File: config.mk
export PLATFORM = sky130hd
export DESIGN_NAME = mixmac_unit
export DESIGN_NICKNAME = d
export VERILOG_FILES = /design/src/rtl/mixmac_pkg.sv /design/src/rtl/mixmac_mult.sv /design/src/rtl/mixmac_accum.sv /design/src/rtl/mixmac_ovf.sv /design/src/rtl/mixmac_unit.sv
export SDC_FILE = /design/constraint.sdc
export NUM_CORES = 1
export LEC_CHECK = 0
export ABC_AREA = 1
export BUFFER_PORTS_ARGS = -buffer_cell sky130_fd_sc_hd__buf_2
export CELL_PAD_IN_SITES_DETAIL_PLACEMENT = 1
export CELL_PAD_IN_SITES_GLOBAL_PLACEMENT = 2
export CORE_AREA = 2 2 248 250
export CTS_BUF_LIST = sky130_fd_sc_hd__clkbuf_4
export CTS_CLUSTER_SIZE = 24
export DETAILED_ROUTE_END_ITERATION = 6
export DIE_AREA = 0 0 250 252
export GPL_TIMING_DRIVEN = 0
export PLACE_DENSITY_LB_ADDON = 0.1
export SLEW_MARGIN = 15
export SYNTH_ARGS = -nofsm -noshare
export SYNTH_HDL_FRONTEND = slang
export SYNTH_SLANG_ARGS = --single-unit
File: constraint.sdc
create_clock -name clk -period 3.55 [get_ports clk]
set_clock_uncertainty 0.15 [all_clocks]
set_input_delay 0.355 -clock clk [delete_from_list [all_inputs] [get_ports clk]]
set_output_delay 0.355 -clock clk [all_outputs]
set_load 0.05 [all_outputs]
File: src/rtl/mixmac_pkg.sv
package mixmac_pkg;

   typedef enum logic [1:0] {
      MAC_LOAD = 2'b00,
      MAC_ADD  = 2'b01,
      MAC_SUB  = 2'b10,
      MAC_KEEP = 2'b11
   } mac_op_e;

   typedef struct packed {
      logic x_signed;
      logic y_signed;
   } sign_sel_t;

endpackage

File: src/rtl/mixmac_mult.sv
module mixmac_mult #(
   parameter int XW = 16,
   parameter int YW = 16,
   parameter int AW = 40
) (
   input  logic [XW-1:0] x,
   input  logic [YW-1:0] y,
   input  logic          x_signed,
   input  logic          y_signed,
   output logic [AW-1:0] prod
);
   localparam int PW = XW + YW + 2;

   logic signed [XW:0]   x_ext;
   logic signed [YW:0]   y_ext;
   logic signed [PW-1:0] prod_full;

   // The extra top bit carries the sign only when the operand is signed.
   assign x_ext     = {x_signed & x[XW-1], x};
   assign y_ext     = {y_signed & y[YW-1], y};
   assign prod_full = PW'(x_ext) * PW'(y_ext);

   generate
      if (AW > PW) begin : g_extend
         assign prod = {{(AW-PW){prod_full[PW-1]}}, prod_full};
      end else begin : g_trunc
         assign prod = prod_full[AW-1:0];
      end
   endgenerate

endmodule

File: src/rtl/mixmac_accum.sv
module mixmac_accum
   import mixmac_pkg::*;
#(
   parameter int AW      = 40,
   parameter int RND_POS = 15
) (
   input  logic [AW-1:0] acc_now,
   input  logic [AW-1:0] prod,
   input  mac_op_e       op,
   input  logic          round_en,
   output logic [AW-1:0] result
);
   localparam logic [AW-1:0] RND_ADD  = AW'(1) << RND_POS;
   localparam logic [AW-1:0] RND_KEEP = ~((RND_ADD << 1) - AW'(1));

   logic [AW-1:0] raw;

   always_comb begin
      unique case (op)
         MAC_LOAD: raw = prod;
         MAC_ADD:  raw = acc_now + prod;
         MAC_SUB:  raw = acc_now - prod;
         default:  raw = acc_now;
      endcase
   end

   always_comb begin
      if (round_en) result = (raw + RND_ADD) & RND_KEEP;
      else          result = raw;
   end

endmodule

File: src/rtl/mixmac_ovf.sv
module mixmac_ovf #(
   parameter int AW    = 40,
   parameter int SAT_W = 32
) (
   input  logic [AW-1:0] value,
   output logic          out_of_range
);
   localparam int GW = AW - SAT_W + 1;

   logic [GW-1:0] guard;

   assign guard        = value[AW-1:SAT_W-1];
   assign out_of_range = !((&guard) || !(|guard));

endmodule

File: src/rtl/mixmac_unit.sv
module mixmac_unit
   import mixmac_pkg::*;
#(
   parameter int XW      = 16,
   parameter int YW      = 16,
   parameter int AW      = 40,
   parameter int LOW_W   = 16,
   parameter int MID_W   = 16,
   parameter int SAT_W   = 32,
   parameter int RND_POS = 15
) (
   input  logic                     clk,
   input  logic                     rst_n,
   input  logic                     in_valid,
   input  logic [XW-1:0]            x,
   input  logic [YW-1:0]            y,
   input  logic [1:0]               sign_mode,
   input  logic [1:0]               op,
   input  logic                     round_en,
   input  logic                     clear,
   output logic [AW-LOW_W-MID_W-1:0] acc_top,
   output logic [MID_W-1:0]         acc_mid,
   output logic [LOW_W-1:0]         acc_low,
   output logic                     ovf
);
   localparam int TOP_W  = AW - LOW_W - MID_W;
   localparam int MID_LO = LOW_W;
   localparam int TOP_LO = LOW_W + MID_W;

   generate
      if (AW < XW + YW + 1) begin : g_chk_aw
         $error("mixmac_unit: accumulator narrower than product");
      end
      if (TOP_W < 1) begin : g_chk_split
         $error("mixmac_unit: slice widths leave no top part");
      end
      if (SAT_W > AW || SAT_W < 2) begin : g_chk_sat
         $error("mixmac_unit: range width out of bounds");
      end
      if (RND_POS >= AW - 1 || RND_POS < 0) begin : g_chk_rnd
         $error("mixmac_unit: rounding position out of bounds");
      end
   endgenerate

   sign_sel_t     sel;
   logic [AW-1:0] prod;
   logic [AW-1:0] acc_q;
   logic [AW-1:0] next_val;
   logic          next_ovf;
   logic          ovf_q;
   logic          take;

   assign sel  = sign_sel_t'(sign_mode);
   assign take = in_valid && (mac_op_e'(op) != MAC_KEEP);

   mixmac_mult #(.XW(XW), .YW(YW), .AW(AW)) u_mult (
      .x        (x),
      .y        (y),
      .x_signed (sel.x_signed),
      .y_signed (sel.y_signed),
      .prod     (prod)
   );

   mixmac_accum #(.AW(AW), .RND_POS(RND_POS)) u_accum (
      .acc_now  (acc_q),
      .prod     (prod),
      .op       (mac_op_e'(op)),
      .round_en (round_en),
      .result   (next_val)
   );

   mixmac_ovf #(.AW(AW), .SAT_W(SAT_W)) u_ovf (
      .value        (next_val),
      .out_of_range (next_ovf)
   );

   always_ff @(posedge clk or negedge rst_n) begin
      if (!rst_n) begin
         acc_q <= '0;
         ovf_q <= 1'b0;
      end else if (clear) begin
         acc_q <= '0;
         ovf_q <= 1'b0;
      end else if (take) begin
         acc_q <= next_val;
         ovf_q <= next_ovf;
      end
   end

   assign acc_low = acc_q[LOW_W-1:0];
   assign acc_mid = acc_q[TOP_LO-1:MID_LO];
   assign acc_top = acc_q[AW-1:TOP_LO];
   assign ovf     = ovf_q;

   AST_CLEAR_ZERO: assert property (@(posedge clk) disable iff (!rst_n)
      clear |=> (acc_q == '0 && !ovf_q));
   AST_IDLE_HOLD: assert property (@(posedge clk) disable iff (!rst_n)
      (!clear && !in_valid) |=> ($stable(acc_q) && $stable(ovf_q)));
   AST_KEEP_HOLD: assert property (@(posedge clk) disable iff (!rst_n)
      (!clear && in_valid && op == 2'b11) |=> $stable(acc_q));
   AST_ROUND_LOW: assert property (@(posedge clk) disable iff (!rst_n)
      (!clear && take && round_en) |=> (acc_low == '0));
   AST_LOAD_VALUE: assert property (@(posedge clk) disable iff (!rst_n)
      (!clear && in_valid && op == 2'b00 && !round_en) |=> (acc_q == $past(prod)));
   AST_OVF_RANGE: assert property (@(posedge clk) disable iff (!rst_n)
      ovf == !((&acc_q[AW-1:SAT_W-1]) || !(|acc_q[AW-1:SAT_W-1])));

endmodule

After elaboration in Yosys (flattened, before gate mapping)
Cells that the tools add are included.
{"block": "word_totals", "regBits": 41, "input_bits": 41, "output_inout_bits": 41}
{"block": "op_classes", "n_eq_ne": 3, "n_mul": 1, "bitwise_logic": 2, "reduce_logical": 8, "n_mux": 6, "add_sub_neg": 3}
{"op": "$mux 40", "count": 3}
{"op": "$pmux 40 s3", "count": 1}
{"op": "$add 40x16->40 const B", "count": 1}
{"op": "$add 40x40->40", "count": 1}
{"op": "$sub 40x40->40", "count": 1}
{"op": "$mul 17x17->34", "count": 1}
{"op": "$reduce_and 9->1", "count": 1}
{"op": "$reduce_or 9->1", "count": 1}
{"op": "$and 1x1->1", "count": 2}
{"op": "$eq 2x1->1 const B", "count": 1}
{"op": "$eq 2x2->1 const B", "count": 1}
{"op": "$logic_not 1->1", "count": 2}
{"op": "$logic_not 2->1", "count": 1}
{"op": "$mux 1", "count": 2}
{"op": "$ne 2x2->1 const B", "count": 1}
{"op": "$reduce_bool 2->1", "count": 1}
{"op": "$logic_and 1x1->1", "count": 1}
{"op": "$logic_or 1x1->1", "count": 1}

Logic depth before layout (Yosys ltp)
{"block": "depth", "ltp_word": 12, "mapped_depth": 62}

Modules after synthesis
From an unflattened synthesis, not the netlist that was laid out.
{"block": "hier_totals", "hier_cells": 3034, "hier_area_um2": 20178.1}
{"module": "mixmac_mult", "area_each_um2": 11962.7, "cells_each": 1595, "instances": 1}
{"module": "mixmac_accum", "area_each_um2": 6062.1, "cells_each": 1234, "instances": 1}
{"module": "mixmac_unit", "area_each_um2": 2084.5, "cells_each": 188, "instances": 1}
{"module": "mixmac_ovf", "area_each_um2": 68.8, "cells_each": 17, "instances": 1}

Least setup slack after synthesis
No wires, ideal clock.
{"block": "synth_timing", "path_kind": "input -> register", "startpoint": "input port x[15]", "endpoint": "register ovf_q, in the netlist ovf", "path_buffers": 2, "arrival_time_ps": 8480, "cell_stages": 47, "path_slack_ps": -5198, "setup_time_ps": 118, "path_cell_list": "clkbuf_1 > nand2_1 > inv_1 > clkbuf_1 > nand2_1 > inv_1 > fa_1 > fa_1 > inv_1 > fa_1 > fa_1 > inv_1 > fa_1 > fa_1 > ha_1 > nand2_1 > nor2_1 > inv_1 > [... 11 more ...] > nor2_1 > inv_1 > nor3_1 > nand3_1 > nand4_1 > nand3_1 > nand3_1 > nand2_1 > inv_2 > nand2_1 > nor3_1 > nand3_1 > nand3_1 > nand2_2 > nor2_1 > nand2_1 > nand3_1 > nand2_1"}
{"block": "synth_via", "elab_chain_len": 12, "word_cells_on_any_way": 14}
{"item": "from (decl)", "line": "mixmac_unit.sv:15", "text": "input logic [XW-1:0] x,"}
{"item": "$and 1x1->1", "line": "mixmac_mult.sv:19", "text": "assign x_ext = {x_signed & x[XW-1], x};"}
{"item": "$mul 17x17->34 (*)", "line": "mixmac_mult.sv:21", "text": "assign prod_full = PW'(x_ext) * PW'(y_ext);"}
{"item": "$sub 40x40->40 / $add 40x40->40 (equally long branches)", "line": "mixmac_accum.sv:22, mixmac_accum.sv:21"}
{"item": "$pmux 40 s3 (*)", "line": "mixmac_accum.sv:19", "text": "unique case (op)"}
{"item": "$add 40x16->40", "line": "mixmac_accum.sv:28", "text": "if (round_en) result = (raw + RND_ADD) & RND_KEEP;"}
{"item": "$mux 40 (*)", "line": "mixmac_accum.sv:28"}
{"item": "$reduce_or 9->1", "line": "mixmac_ovf.sv:13", "text": "assign out_of_range = !((&guard) || !(|guard));"}
{"item": "$logic_not 1->1", "line": "mixmac_ovf.sv:13"}
{"item": "$logic_or 1x1->1 (*)", "line": "mixmac_ovf.sv:13"}
{"item": "$logic_not 1->1 (*)", "line": "mixmac_ovf.sv:13"}
{"item": "$mux 1 (*)", "line": "mixmac_unit.sv:84", "text": "end else if (take) begin"}
{"item": "$mux 1 (*)", "line": "mixmac_unit.sv:81", "text": "end else if (clear) begin"}
{"item": "to (signal assigned)", "line": "mixmac_unit.sv:86", "text": "ovf_q <= next_ovf;"}
{"item": "to (decl)", "line": "mixmac_unit.sv:50", "text": "logic ovf_q;"}
Mark *: on every way between the ends. The rest lies on a longest branch, timed or not. The select of a mux whose other input is x is not followed.
A chain may end at the register's enable or synchronous reset.

Final worst setup path
{"block": "layout_timing", "startpoint": "input port y[2]", "endpoint": "register ovf_q, in the netlist ovf"}
{"block": "layout_via", "elab_chain_len": 11, "word_cells_on_any_way": 13}
{"item": "from (decl)", "line": "mixmac_unit.sv:16", "text": "input logic [YW-1:0] y,"}
{"item": "$mul 17x17->34 (*)", "line": "mixmac_mult.sv:21"}
{"item": "$sub 40x40->40 / $add 40x40->40 (equally long branches)", "line": "mixmac_accum.sv:22, mixmac_accum.sv:21"}
{"item": "$pmux 40 s3 (*)", "line": "mixmac_accum.sv:19"}
{"item": "$add 40x16->40", "line": "mixmac_accum.sv:28"}
{"item": "$mux 40 (*)", "line": "mixmac_accum.sv:28"}
{"item": "$reduce_or 9->1", "line": "mixmac_ovf.sv:13"}
{"item": "$logic_not 1->1", "line": "mixmac_ovf.sv:13"}
{"item": "$logic_or 1x1->1 (*)", "line": "mixmac_ovf.sv:13"}
{"item": "$logic_not 1->1 (*)", "line": "mixmac_ovf.sv:13"}
{"item": "$mux 1 (*)", "line": "mixmac_unit.sv:84"}
{"item": "$mux 1 (*)", "line": "mixmac_unit.sv:81"}
Marked as above.

==> impl_metrics.json <==
{
  "antenna_found_initial": 1,
  "failed_checks": "negative setup slack",
  "final.fill_count": 7497,
  "register_to_register_path_depth": 29,
  "synth_area_sq_um": 19800,
  "reg2reg_setup_slack_ns": -0.53,
  "grt_util_all_layers": 0.2521,
  "buffer_ports.inserted": 48,
  "die_area_sq_um": 63000,
  "synth_flop_cell": "dfrtp_1",
  "worst-slew-pin-transition_ns": 1.284,
  "maxSlewHeadroom": 0.1377,
  "drc_violation_count_after_routing": 0,
  "timing.hold.worst.class": "in2async",
  "post_synthesis_sequential_area_ratio": 0.05183,
  "routed_wirelength_um": 78830,
  "synth-edff-count": 0,
  "critical_path_arrival_ns": 9.01,
  "synth_area_per_cell_sq_um": 6.461,
  "timing.max_cap.violations": 0,
  "critical_path_peak_fanout": 9,
  "cts.path.max_buffers": 2,
  "amount_of_wire_on_met2_after_detailed_routing_um": 37060,
  "synthesis.nets": 3531,
  "timing.critical_path.to_type": "flip-flop",
  "outcome": "complete, but fails checks",
  "final_min_period_over_clock_period": 2.485,
  "cts_made_buffers": 5,
  "synthesis.instances": 3064,
  "grt_remaining_overflow": 0,
  "timing_hold_violations_final": 0,
  "instances_no_fill": 4092,
  "wirelength_met1_um": 37430,
  "die_x_um": 250,
  "cp-start-kind": "input pin",
  "clock-root-buffer": "clkbuf_4",
  "crit_slowest_cell": "fa_2",
  "cp.required_ns": 3.74,
  "clock.fmax_mhz": 113.4,
  "finalWeightedCongestion": 0.8981,
  "number_of_global_route_vias_before_repair": 21601,
  "report.final.setup_viol": 37,
  "area_inside_the_core_boundary_sq_um": 60130,
  "routed.top_layer": "met4",
  "largest_net_degree_at_the_start_of_global_routing": 42,
  "cts-htree-levels": 2,
  "post-dp-hpwl_um": 66070,
  "final_critical_path_setup_slack_ns": -5.271,
  "global_route_wire_length_before_repair_um": 121800,
  "area.sequential_sq_um": 1026,
  "final_period_minus_worst_setup_slack_ns": 8.821,
  "core.rowCount": 90,
  "initial_drc_count": 950,
  "dr_total_vias": 19873,
  "drive_above_1_share": 0.3080,
  "final_layout_worst_hold_slack_ns": 0.2285,
  "design.portCount": 82,
  "asyncSetResetFlopFracSynth": 1.000,
  "drtPass1Iterations": 5,
  "placed_cells_incl_taps": 3895,
  "cts.reportedPaths.clkPinSlew_ns": 0.22,
  "number_of_synthesized_register_bits": 41,
  "maximum_single_stage_delay_on_the_critical_path_ns": 0.56,
  "cts_num_sinks": 41,
  "post_dr_vias_cell": 4.857,
  "final_core_utilization": 0.4480,
  "layout.nets": 3774,
  "yosysUniqueCellTypes": 51,
  "final_cell_mix": "nand2_1 (784), inv_1 (736), fa_1 (281)",
  "die_h_um": 252,
  "areaGrowthSynthToFinish_pct": 36.08,
  "synth.yosys.warnings": 0,
  "wl_cell_um": 19.26,
  "multi_input_comb_area_sq_um": 18760,
  "category_of_the_most_critical_setup_path": "in2reg",
  "most_common_library_cell_in_the_layout_ignoring_fill_and_taps": "nand2_1",
  "initial_core_util": 0.3292,
  "worst_r2r_endpoint": "ovf",
  "cts_tree": "done",
  "grt_setup_unrepaired": "yes",
  "met3_length_um": 3485,
  "ant_nets": 0,
  "reg2reg_from": "acc_q[2]",
  "count_of_pins_over_their_slew_limit": 0,
  "clk-insertion-delay-late_ns": 0.48
}
layer usage:
layer | GRT usage | vias up
li1 | - | 9461
met1 | 0.3534 | 10014
met2 | 0.4255 | 350
met3 | 0.03322 | 48
met4 | 0.03080 | 0
met5 | 0 | -
stage by stage:
step                setup WS [ns]  instance area (sq um)  TNS, ns
floorplan                  -4.719                  21030  -126.82
global placement           -6.878                  22250  -186.81
detailed placement         -7.094                  22260  -189.39
CTS                        -5.177                  25140  -139.30
global route               -5.681                  26940  -154.23
finish                     -5.271                  26940  -141.99
layout make-up:
cell class / instances / area share
inverter: 816 / 0.1141
sequential: 41 / 0.03809
tap: 782 / 0.03632
clock inverter: 3 / 0.0007896
buffer: 91 / 0.04719
multi-input combinational: 2116 / 0.6963
antenna: 2 / 0.0001858
clock buffer: 5 / 0.001393
timing repair buffer: 236 / 0.06568
cells by family after synthesis:
| kind of cell | after synthesis | share of synthesized area |
|---|---|---|
| XOR/XNOR | 48 | 0.02124 |
| flip-flops | 41 | 0.05183 |
| AND/OR/NAND/NOR | 1487 | 0.3255 |
| buffers and inverters | 907 | 0.1747 |
| AO/OA/AOI/OAI | 155 | 0.04481 |
| adder cells (fa/ha/maj) | 426 | 0.3819 |
worst max-delay path by stage:
stage / from / slack [ns] / depth (start not counted) / end
2_1_floorplan: x[10] / -4.72 / 55 / ovf
5_1_grt: x[6] / -5.68 / 54 / acc_q[38]
4_1_cts: x[6] / -5.18 / 57 / ovf
3_3_place_gp: y[9] / -6.88 / 55 / ovf
6_report: y[2] / -5.27 / 50 / ovf
3_5_place_dp: y[9] / -7.09 / 48 / ovf
timing repair:
action | 4_1_cts | 5_1_grt
endpoints found under the hold margin | 21 | 0
setup buffers | 107 | 78
gates cloned | 1 | 2
resized for setup | 448 | 311
pin swaps | 189 | 177
endpoints found under the setup margin | 37 | 37
hold buffers | 1 | 0
sequential cells by signal, indices dropped and copies added (netlist names):
| signal | cells |
|---|---|
| ovf | 1 |
| acc_q | 40 |
cell usage after synthesis, types with 11 or more instances:
cell type	instances	area share
o21ai_0	44	0.011
nand3_1	155	0.039
xor2_1	38	0.017
clkbuf_1	78	0.015
or2_2	11	0.0035
dfrtp_1	41	0.052
inv_1	805	0.15
nand4_1	46	0.015
nor2_1	166	0.031
o22ai_1	17	0.0054
nand2_2	31	0.0098
ha_1	129	0.082
nand3_2	14	0.0071
a21oi_1	66	0.017
fa_1	297	0.30
nor2_2	32	0.010
nand2_1	973	0.18
worst max-delay path, delay by kind of cell:
kind	cells	cell delay, ns
buffers and inverters	9	0.92
adder cells (fa/ha/maj)	8	3.68
AO/OA/AOI/OAI	1	0.16
XOR/XNOR	2	0.24
AND/OR/NAND/NOR	30	3.63
Power is left out: the tool's default activity adds up to more than one toggle a clock period on the data nets, which glitch-free logic cannot reach.
